## src/rtl/pswal_pkg.sv

```systemverilog
package pswal_pkg;

   // How a setting that violates the pulse-swallow rules is handled.
   typedef enum logic {
      POL_CLAMP = 1'b0,   // raise the main value to the nearest legal one
      POL_HOLD  = 1'b1    // keep the previous legal setting
   } pswal_policy_e;

endpackage

```

## src/rtl/pswal_cfg.sv

```systemverilog
module pswal_cfg
   import pswal_pkg::*;
#(
   parameter int            A_W    = 6,
   parameter int            N_W    = 12,
   parameter int            N_LO   = 5,
   parameter pswal_policy_e POLICY = POL_CLAMP
) (
   input  logic           clk,
   input  logic           rst,
   input  logic           load,
   input  logic [A_W-1:0] a_req,
   input  logic [N_W-1:0] n_req,
   output logic [A_W-1:0] a_act,
   output logic [N_W-1:0] n_act,
   output logic           bad_act
);

   localparam logic [N_W-1:0] N_LO_V = N_W'(N_LO);

   logic [N_W-1:0] a_ext;
   logic [N_W-1:0] a_plus;
   logic [N_W-1:0] n_floor;
   logic           bad_req;
   logic [A_W-1:0] a_nxt;
   logic [N_W-1:0] n_nxt;

   // The smallest legal main value for the requested swallow value.
   always_comb begin
      a_ext   = N_W'(a_req);
      a_plus  = a_ext + N_W'(1);
      n_floor = (a_plus > N_LO_V) ? a_plus : N_LO_V;
      bad_req = (n_req < n_floor);
   end

   generate
      if (POLICY == POL_CLAMP) begin : g_clamp
         always_comb begin
            a_nxt = a_req;
            n_nxt = bad_req ? n_floor : n_req;
         end
      end else begin : g_hold
         always_comb begin
            if (!bad_req) begin
               a_nxt = a_req;
               n_nxt = n_req;
            end else if (rst) begin
               a_nxt = '0;
               n_nxt = N_LO_V;
            end else begin
               a_nxt = a_act;
               n_nxt = n_act;
            end
         end

         // A rejected request leaves the running ratio untouched.
         assert_hold_rejects_R9 : assert property (@(posedge clk) disable iff (rst)
            (load && bad_req) |=> $stable({a_act, n_act}));
      end
   endgenerate

   always_ff @(posedge clk) begin
      if (rst || load) begin
         a_act   <= a_nxt;
         n_act   <= n_nxt;
         bad_act <= bad_req;
      end
   end

   // The active setting only moves at a division boundary.
   assert_boundary_only_R7 : assert property (@(posedge clk) disable iff (rst)
      !load |=> $stable({a_act, n_act, bad_act}));

   // Whatever was requested, the ratio in use obeys the swallow rules.
   assert_active_legal_R6 : assert property (@(posedge clk) disable iff (rst)
      (n_act >= N_LO_V) && (n_act > N_W'(a_act)));

endmodule

```

## src/rtl/pswal_prescaler.sv

```systemverilog
module pswal_prescaler #(
   parameter int P_W = 6
) (
   input  logic clk,
   input  logic rst,
   input  logic alt,   // 1: divide by M+1, 0: divide by M
   output logic tc     // last input clock of a prescaler period
);

   localparam int            CW       = P_W + 1;
   localparam logic [CW-1:0] LAST_M   = CW'((1 << P_W) - 1);
   localparam logic [CW-1:0] LAST_ALT = CW'(1 << P_W);

   logic [CW-1:0] cnt;
   logic [CW-1:0] last;

   assign last = alt ? LAST_ALT : LAST_M;
   assign tc   = (cnt == last);

   always_ff @(posedge clk) begin
      if (rst || tc) cnt <= '0;
      else           cnt <= cnt + CW'(1);
   end

   // The modulus choice must not change inside a prescaler period.
   assert_mode_steady_R2 : assert property (@(posedge clk) disable iff (rst)
      (cnt != '0) |-> $stable(alt));

   // The extra count exists only in the long modulus.
   assert_long_only_R2 : assert property (@(posedge clk) disable iff (rst)
      (cnt == LAST_ALT) |-> alt);

endmodule

```

## src/rtl/pswal_seq.sv

```systemverilog
module pswal_seq #(
   parameter int A_W = 6,
   parameter int N_W = 12
) (
   input  logic           clk,
   input  logic           rst,
   input  logic           tc,
   input  logic [A_W-1:0] a_act,
   input  logic [N_W-1:0] n_act,
   output logic           alt,
   output logic           done
);

   logic [A_W-1:0] s_cnt;   // long prescaler periods completed
   logic [N_W-1:0] m_cnt;   // prescaler periods completed

   assign alt  = (s_cnt < a_act);
   assign done = tc && (m_cnt == (n_act - N_W'(1)));

   always_ff @(posedge clk) begin
      if (rst || done) begin
         s_cnt <= '0;
         m_cnt <= '0;
      end else if (tc) begin
         m_cnt <= m_cnt + N_W'(1);
         if (alt) s_cnt <= s_cnt + A_W'(1);
      end
   end

   // Every swallowed period is spent before the division closes (N > A).
   assert_swallow_spent_R2 : assert property (@(posedge clk) disable iff (rst)
      done |-> !alt);

   assert_main_range_R2 : assert property (@(posedge clk) disable iff (rst)
      m_cnt < n_act);

endmodule

```

## src/rtl/pswal_divider.sv

```systemverilog
module pswal_divider
   import pswal_pkg::*;
#(
   parameter int            PRE_BITS  = 6,
   parameter int            SWL_BITS  = 6,
   parameter int            MAIN_BITS = 12,
   parameter int            MAIN_MIN  = 5,
   parameter pswal_policy_e POLICY    = POL_CLAMP
) (
   input  logic                 clk,
   input  logic                 rst,
   input  logic [SWL_BITS-1:0]  swallow_set,
   input  logic [MAIN_BITS-1:0] main_set,
   output logic                 fp,
   output logic                 cfg_err
);

   generate
      if (PRE_BITS < 1) begin : g_bad_pre
         $error("PRE_BITS must be at least 1");
      end
      if (SWL_BITS < 1) begin : g_bad_swl
         $error("SWL_BITS must be at least 1");
      end
      if (MAIN_MIN < 2 || MAIN_MIN > (1 << MAIN_BITS) - 1) begin : g_bad_min
         $error("MAIN_MIN must lie in 2 .. 2**MAIN_BITS-1");
      end
      if ((1 << SWL_BITS) > (1 << MAIN_BITS) - 1) begin : g_bad_ratio
         $error("main counter too narrow to exceed every swallow value");
      end
   endgenerate

   logic [SWL_BITS-1:0]  a_act;
   logic [MAIN_BITS-1:0] n_act;
   logic                 alt;
   logic                 tc;
   logic                 done;

   pswal_cfg #(
      .A_W    (SWL_BITS),
      .N_W    (MAIN_BITS),
      .N_LO   (MAIN_MIN),
      .POLICY (POLICY)
   ) u_cfg (
      .clk     (clk),
      .rst     (rst),
      .load    (done),
      .a_req   (swallow_set),
      .n_req   (main_set),
      .a_act   (a_act),
      .n_act   (n_act),
      .bad_act (cfg_err)
   );

   pswal_prescaler #(
      .P_W (PRE_BITS)
   ) u_pre (
      .clk (clk),
      .rst (rst),
      .alt (alt),
      .tc  (tc)
   );

   pswal_seq #(
      .A_W (SWL_BITS),
      .N_W (MAIN_BITS)
   ) u_seq (
      .clk   (clk),
      .rst   (rst),
      .tc    (tc),
      .a_act (a_act),
      .n_act (n_act),
      .alt   (alt),
      .done  (done)
   );

   always_ff @(posedge clk) begin
      if (rst) fp <= 1'b0;
      else     fp <= done;
   end

   assert_fp_single_R4 : assert property (@(posedge clk) disable iff (rst)
      fp |=> !fp);

   assert_fp_follows_end_R3 : assert property (@(posedge clk) disable iff (rst)
      done |=> fp);

   assert_fp_low_in_reset_R1 : assert property (@(posedge clk)
      $past(rst) |-> !fp);

endmodule

```

## config.mk

```make
export PLATFORM = sky130hd
export DESIGN_NAME = pswal_divider
export DESIGN_NICKNAME = d
export VERILOG_FILES = /design/src/rtl/pswal_pkg.sv /design/src/rtl/pswal_cfg.sv /design/src/rtl/pswal_prescaler.sv /design/src/rtl/pswal_seq.sv /design/src/rtl/pswal_divider.sv
export SDC_FILE = /design/constraint.sdc
export NUM_CORES = 1
export LEC_CHECK = 0
export BUFFER_PORTS_ARGS = -buffer_cell sky130_fd_sc_hd__buf_2
export CORE_ASPECT_RATIO = 2
export CORE_MARGIN = 2
export CORE_UTILIZATION = 30
export CTS_CLUSTER_DIAMETER = 120
export DETAILED_ROUTE_END_ITERATION = 16
export GPL_TIMING_DRIVEN = 0
export PLACE_DENSITY = 0.47
export SYNTH_ARGS = -nofsm -noshare
export SYNTH_HDL_FRONTEND = slang
export SYNTH_SLANG_ARGS = --single-unit
```

## constraint.sdc

```tcl
create_clock -name clk -period 2.8 [get_ports clk]
set_input_delay 0.42 -clock clk [delete_from_list [all_inputs] [get_ports clk]]
set_output_delay 0.42 -clock clk [all_outputs]
set_load 0.03 [all_outputs]
```

==> results of run 1 <==
-- flip-flops by register name, indices dropped and copies added, names as in the netlist --
register and cells:
fp 1, u_cfg.a_act 6, u_cfg.bad_act 1, u_cfg.n_act 12, u_pre.cnt 7, u_seq.m_cnt 12
u_seq.s_cnt 6
-- per-layer routing --
metal	routed length, um	vias up	track usage [%]
met5	0	-	0
met4	300	0	8.46
met3	153	20	1.52
met2	4400	53	28.9
met1	2730	1316	15.1
li1	-	1343	-
-- cells in the mapped netlist (all sizes together) (4+ instances only) --
cell	n	share of area [%]
o311a	4	1.3
nand3	22	3.7
dfxtp	26	17
inv	17	2.1
xnor2	14	4.1
nor4	7	1.5
o21ai	7	1.2
ha	18	7.6
clkbuf	21	2.7
a31oi	4	0.84
o211ai	4	1.0
edfxtp	19	19
and3	4	0.84
a21oi	16	2.8
nand2	17	2.1
o31ai	8	2.0
nor2	30	3.8
nand4	6	1.3
nor3	6	1.0
or4	12	3.0
nand2b	5	1.1
o311ai	4	1.2
xor2	14	4.1
-- cells in the final DEF, fill, tap and decap left out, drive strengths merged, types with 3 or more instances in the layout --
cell / count
a211oi: 3
xor2: 14
nor4b: 3
buf: 57
or4: 12
nand3: 22
edfxtp: 19
or3: 3
o311ai: 4
o311a: 4
nand2: 17
clkbuf: 20
nor3: 6
and3: 4
nor4: 7
nor2: 30
a21boi: 3
a21o: 3
o21a: 3
o21ai: 7
xnor2: 14
a31oi: 4
nand2b: 5
dfxtp: 26
o211ai: 4
nand4: 6
a21oi: 16
o31ai: 8
ha: 18
inv: 18
-- critical path: cells and delay by family, from the launching register on --
family | cells | cell delay (ps)
flops | 1 | 400
buf+inv | 5 | 570
compound gates | 3 | 500
simple gates | 3 | 1020
fa+ha+maj | 1 | 130
-- logic make-up (layout without fill, tap and decap cells) --
logic type	count (synthesis)	count (layout)	share of synthesized area (%)
simple gates	126	126	22.9
compound gates	71	71	17.1
flops	45	45	36.7
buf+inv	41	96	6.14
xor+xnor	29	29	9.00
fa+ha+maj	18	18	7.57
mux	2	2	0.673
-- through the flow --
stage	setup slack (ps)	util, %	setup TNS [ps]
6_report	56.6	40.8	0
5_1_grt	-83.4	40.8	-1480
4_1_cts	-43.0	37.8	-425
3_5_place_dp	-695	33.7	-12650
3_3_place_gp	-713	33.6	-17670
2_1_floorplan	-35.4	-	-673
-- layout make-up --
| cell class | count | area share (%) |
|---|---|---|
| multi-input cells | 246 | 49.0 |
| flip-flops and latches | 45 | 27.6 |
| repair buffers | 53 | 11.2 |
| well taps | 132 | 4.18 |
| clock buffers | 6 | 3.26 |
| plain buffers | 18 | 2.85 |
| inverters | 17 | 1.61 |
| clock inverters | 2 | 0.348 |
-- path summary, 6_finish.rpt --
kind | cells past startpoint | end | startpoint | slack, ps
hold / removal | 2 | fp$_SDFF_PP0_ | rst | 340
hold reg to reg | 1 | u_pre.cnt[0]$_SDFF_PP0_ | u_pre.cnt[0]$_SDFF_PP0_ | 490
setup / recovery | 12 | u_seq.s_cnt[1]$_SDFFE_PP0P_ | u_cfg.n_act[1]$_DFFE_PP_ | 60
setup reg to reg | 12 | u_seq.s_cnt[1]$_SDFFE_PP0P_ | u_cfg.n_act[1]$_DFFE_PP_ | 60
-- power by group through the flow --
| stage | Sequential [mW] | Combinational [mW] | Clock, mW |
|---|---|---|---|
| final | 0.737 | 0.330 | 0.586 |
| after global routing | 0.740 | 0.363 | 0.635 |
| after CTS | 0.737 | 0.274 | 0.605 |
| after detailed placement | 0.751 | 0.223 | 0 |
| after global placement | 0.751 | 0.221 | 0 |
| after floorplan | 0.746 | 0.154 | 0 |
-- timing repair --
action | in CTS | in global routing
setup endpoints to repair | 43 | 51
hold buffers | 0 | 0
gates cloned | 3 | 0
buffers inserted | 11 | 18
resized for setup | 26 | 45
pin swaps | 7 | 22
==> run_results.csv, run 1 <==
group,metric,value,unit
pwr,finalPower,1.65,mW
worst_setup_path,crit_top_cell,"buf_12",
outcome,status,"finished clean",
pwr,power.internal,1.21,mW
pwr,p_per_area,418,nW/um2
cts,cts_tree,"built",
cells_and_area,syn_to_final_growth,32.9,%
placement,gp_congestion,0.738,
routing,drt-vias-per-instance,5.26,
cells_and_area,drive_above_1_share,25.6,%
routing,wl_per_cell,14.6,um
cts,cts.clk_slew.worst_paths,60,ps
timing,finClkSkew,5.84,ps
pwr,combinationalPowerShare,20.0,%
pwr,pwr-share-clk,35.4,%
floorplanning,start_util,30.7,%
cts,clockBufferDepth,2,
grt,grt_pass1_vias,2592,
worst_setup_path,slowest_delay,500,ps
worst_setup_path,critPathKind,"reg2reg",
routing,dr.pass1.iters,4,
timing,worst_slew_pin_slew,559,ps
worst_setup_path,arrival,2920,ps
grt,grt_pass1_wl,12400,um
floorplanning,die_w,74.4,um
pwr,p_switching,0.443,mW
synthesis,synth_edf_count,19,
placement,post-place-cells,485,
cts,insertion_delay,290,ps
placement,port_buffers,21,
cts,cts_root_buffer,"clkbuf_16",
floorplanning,core-area,9700,um2
routing,drt_iter0_drc,115,
timing,max_clock_freq,365,MHz
timing,min_period,2740,ps
grt,overflow,0,
cells_and_area,fillers,1022,
routing,vias,2732,
floorplanning,io_pins,22,
worst_setup_path,cp_cell_sequence,"inv_2, ha_4, or4b_4, or4b_1, o311a_1, a21oi_2, a41o_1, buf_6, buf_12, buf_16, buf_12, nor2_4",
cells_and_area,antenna_cells,0,
timing,hold_slack,338,ps
cts,ctsHtreeMaxLevel,2,
synthesis,synth_top_flop_cell,"dfxtp_1",
floorplanning,fp.dieH,145,um
cells_and_area,seq_area,1090,um2
grt,grt_max_degree,15,
worst_setup_path,cp.required,2980,ps
placement,hpwl,5430,um
placement,placed_area,3270,um2
timing,setup_viol,0,
routing,ant_nets,0,
cells_and_area,final_nets,424,
pwr,netSwitchingFraction,26.8,%
cts,cts-buffers-inserted,5,
cells_and_area,multi_input_area,1940,um2
synthesis,seq_area_frac_synth,36.7,%
worst_setup_path,cp-end-kind,"flip-flop",
cells_and_area,final_cells,519,
pwr,power_leakage,1.47,nW
cts,clock-sinks,45,
floorplanning,die_area,10800,um2
synthesis,syn_area,2980,um2
worst_hold_path,hold_path_class,"in2reg",
timing,fin_crit_sh,98.0,%
worst_setup_path,start_kind,"flip-flop",
worst_setup_path,path_max_fanout,7,
synthesis,synthArstFlopShare,0,%
flow_run,cap_violations,0,
cells_and_area,final_area,3950,um2
floorplanning,num_rows,51,
synthesis,ys_types,53,
synthesis,synth_nets,370,
grt,antenna_found_initial,0,
timing,rsz0062_at_grt,"yes",
timing,hold_viol_final,0,
synthesis,synth_cells,332,
synthesis,syn_avg_cell_area,8.96,um2
routing,wirelength,7570,um
synthesis,ys_warn_count,0,
worst_setup_path,critPathSlowestCell,"or4b_4",
pwr,p_seq_share,44.6,%
timing,finalMaxSlewViolations,0,
grt,track_usage,15.1,%
synthesis,synth_seq_cells,45,
pwr,ir_drop,0.260,mV
timing,slew_headroom,62.6,%
routing,drc,0,
Power figures use the tool's default switching activity.
==> run 2, diff against run 1 <==
CTS_BUF_LIST = sky130_fd_sc_hd__clkbuf_4 sky130_fd_sc_hd__clkbuf_8   (was default)
SYNTH_HIERARCHICAL = 1   (was default)
clock period = 2.4 ns   (was 2.8 ns; I/O delays follow)
==> run_results.csv, run 2 <==
group,metric,value,unit
timing,min_period,3160,ps
routing,wl_per_cell,14.5,um
routing,wirelength,6330,um
floorplanning,io_pins,22,
cells_and_area,antenna_cells,0,
synthesis,synth_seq_cells,45,
synthesis,synth_fa_ha_area_share,7.78,%
cts,cts_root_buffer,"clkbuf_8",
synthesis,seq_area_frac_synth,39.9,%
placement,gp_congestion,0.744,
cts,cts.clk_slew.worst_paths,80,ps
cells_and_area,drive_above_1_share,35.8,%
cts,insertion_delay,310,ps
timing,max_clock_freq,316,MHz
worst_setup_path,start_kind,"flip-flop",
timing,hold_viol_final,0,
cts,clock-sinks,45,
timing,postLayoutSetupSlackWorst,-762,ps
synthesis,synth_edf_count,19,
floorplanning,fp.dieH,139,um
routing,drc,0,
pwr,ir_drop,0.268,mV
timing,worst_slew_pin_slew,512,ps
timing,rsz0062_at_grt,"yes",
synthesis,synth_mux_area_share,2.56,%
cts,cts_tree,"built",
floorplanning,die_w,71.5,um
grt,grt_max_degree,15,
routing,vias,2144,
pwr,p_switching,0.446,mW
timing,slew_headroom,65.6,%
pwr,netSwitchingFraction,27.5,%
timing,setup_viol,38,
synthesis,yosysMostFrequentCell,"nor2_1",
cts,ctsHtreeMaxLevel,2,
worst_setup_path,arrival,3180,ps
timing,finClkSkew,8.14,ps
synthesis,yosys.area_share.simple,22.7,%
pwr,combinationalPowerShare,17.9,%
routing,ant_nets,0,
placement,hpwl,4630,um
timing,finalMaxSlewViolations,0,
grt,grt_pass1_wl,10400,um
placement,port_buffers,21,
worst_setup_path,critPathKind,"reg2reg",
synthesis,synth_area_leaders,"edfxtp_1 21%, dfxtp_1 19%, ha_1 7.8%",
worst_setup_path,path_max_fanout,6,
flow_run,cap_violations,0,
synthesis,synth_top_area_share,20.9,%
worst_setup_path,r2r_setup_slack,-760,ps
grt,overflow,0,
worst_hold_path,hold_path_class,"in2reg",
synthesis,synth_top_flop_cell,"dfxtp_1",
synthesis,synth_top_family_by_area,"simple AND/OR/NAND/NOR gates",
cells_and_area,syn_to_final_growth,33.2,%
placement,post-place-cells,405,
pwr,power_leakage,1.35,nW
synthesis,syn_avg_cell_area,9.70,um2
cells_and_area,largest_registers,"u_cfg/n_act: 12 flops, u_seq/m_cnt: 12 flops, u_pre/cnt: 7 flops",
synthesis,synthArstFlopShare,0,%
synthesis,ys_types,54,
cts,clockBufferDepth,2,
worst_setup_path,cp.required,2420,ps
routing,dr.pass1.iters,4,
routing,drt-vias-per-instance,4.91,
synthesis,synth_cells,282,
grt,antenna_found_initial,0,
cells_and_area,layout_commonest_cell,"dfxtp_1",
grt,track_usage,13.4,%
routing,drt_iter0_drc,58,
synthesis,synth-xor-area-share,11.8,%
pwr,power.internal,1.18,mW
pwr,pwr-share-clk,29.0,%
timing,hold_slack,269,ps
outcome,status,"finished, violations left",
floorplanning,start_util,30.6,%
floorplanning,die_area,9940,um2
cts,cts-buffers-inserted,5,
synthesis,syn_area,2740,um2
timing,fin_crit_sh,132,%
synthesis,synth.top_cells.by_count,"29 x nor2_1, 26 x dfxtp_1, 21 x inv_1, 19 x edfxtp_1",
floorplanning,core-area,8950,um2
synthesis,synth_nets,319,
grt,grt_pass1_vias,2219,
pwr,p_per_area,445,nW/um2
pwr,p_seq_share,53.1,%
floorplanning,num_rows,49,
synthesis,synth.largest_area_cell,"edfxtp_1",
cells_and_area,layout_common_cells,"25 x dfxtp_1, 19 x edfxtp_1, 18 x inv_1",
cells_and_area,final_nets,371,
worst_setup_path,cp-end-kind,"flip-flop",
synthesis,synth-compound-area-share,10.4,%
synthesis,ys_warn_count,6,
cells_and_area,final_cells,437,
outcome,violations,"setup timing",
==> run 2: changes by cell type after synthesis, sizes merged, moves of 5 or more <==
cell,before,now
or4,12,1
a21oi,16,7
inv,17,22
clkbuf,21,8
xor2,14,19
mux2i,2,7
nand3,22,10
o31ai,8,0
==> run 2: path summary, 6_finish.rpt <==
kind | startpoint | end | depth (start not counted)
worst max-delay path | u_cfg/a_act[2]$_DFFE_PP_ | u_cfg/a_act[1]$_DFFE_PP_ | 17
worst min-delay path | swallow_set[1] | u_cfg/a_act[1]$_DFFE_PP_ | 1
worst max register to register | u_cfg/a_act[2]$_DFFE_PP_ | u_cfg/a_act[1]$_DFFE_PP_ | 17
worst min register to register | u_pre/cnt[0]$_SDFF_PP0_ | u_pre/cnt[0]$_SDFF_PP0_ | 1
==> run 2: timing repair <==
action | CTS | global route
hold endpoints to repair | 0 | 0
gates cloned | 4 | 0
setup endpoints to repair | 46 | 46
setup buffers | 18 | 7
resized for setup | 26 | 44
hold buffers | 0 | 0
pin swaps | 18 | 25
==> run 2: routing by layer <==
metal	track usage (%)	up-vias	share of wire [%]
met5	0	-	0
li1	-	1107	-
met2	27.2	35	61
met4	7.25	0	3.1
met1	11.8	992	33
met3	1.82	10	2.3
==> run 2: cells by family (layout without fill, tap and decap cells) <==
family          Yosys count  in the layout
compound gates           36             36
flops                    45             45
simple gates            109            112
fa+ha+maj                17             17
mux                       7              7
buf+inv                  32             82
xor+xnor                 36             36
==> run 2: final cells by class <==
cell class | instances | area (um2)
well taps | 102 | 128
flip-flops and latches | 45 | 1090
fillers | 911 | 5310
plain buffers | 8 | 47.5
inverters | 22 | 100
repair buffers | 44 | 359
clock buffers | 5 | 68.8
multi-input cells | 208 | 1830
clock inverters | 3 | 17.5
==> run 2: per-stage QoR <==
stage                     utilization (%)  setup slack (ps)  cell area (um2)  setup TNS [ps]  power, mW
after floorplan                         -              -784             2840          -25750       1.02
after global placement               34.4             -1470             3080          -57650       1.09
after detailed placement             34.4             -1510             3080          -59440       1.09
after CTS                            38.8             -1090             3480          -38650       1.62
after global routing                 40.7              -896             3640          -32070       1.71
final                                40.7              -762             3640          -27120       1.62
==> run 2: critical path, stage by stage (launching register included) <==
cell	delay (ps)
edfxtp_1	350
inv_2	50
ha_4	270
nand2_1	60
o21ai_2	130
nand3_1	100
nand2_2	90
a21oi_4	60
buf_4	140
nor4_4	340
or2_4	230
o211ai_1	100
a211oi_2	190
nand4_1	130
buf_6	160
nor4_4	120
buf_4	180
or2_4	170
==> run 2: power by group through the flow <==
stage	registers, mW	clock network [mW]	logic, mW
after global routing	0.867	0.522	0.320
after global placement	0.878	0	0.209
after CTS	0.861	0.493	0.264
final	0.861	0.471	0.291
after detailed placement	0.879	0	0.213
after floorplan	0.872	0	0.147
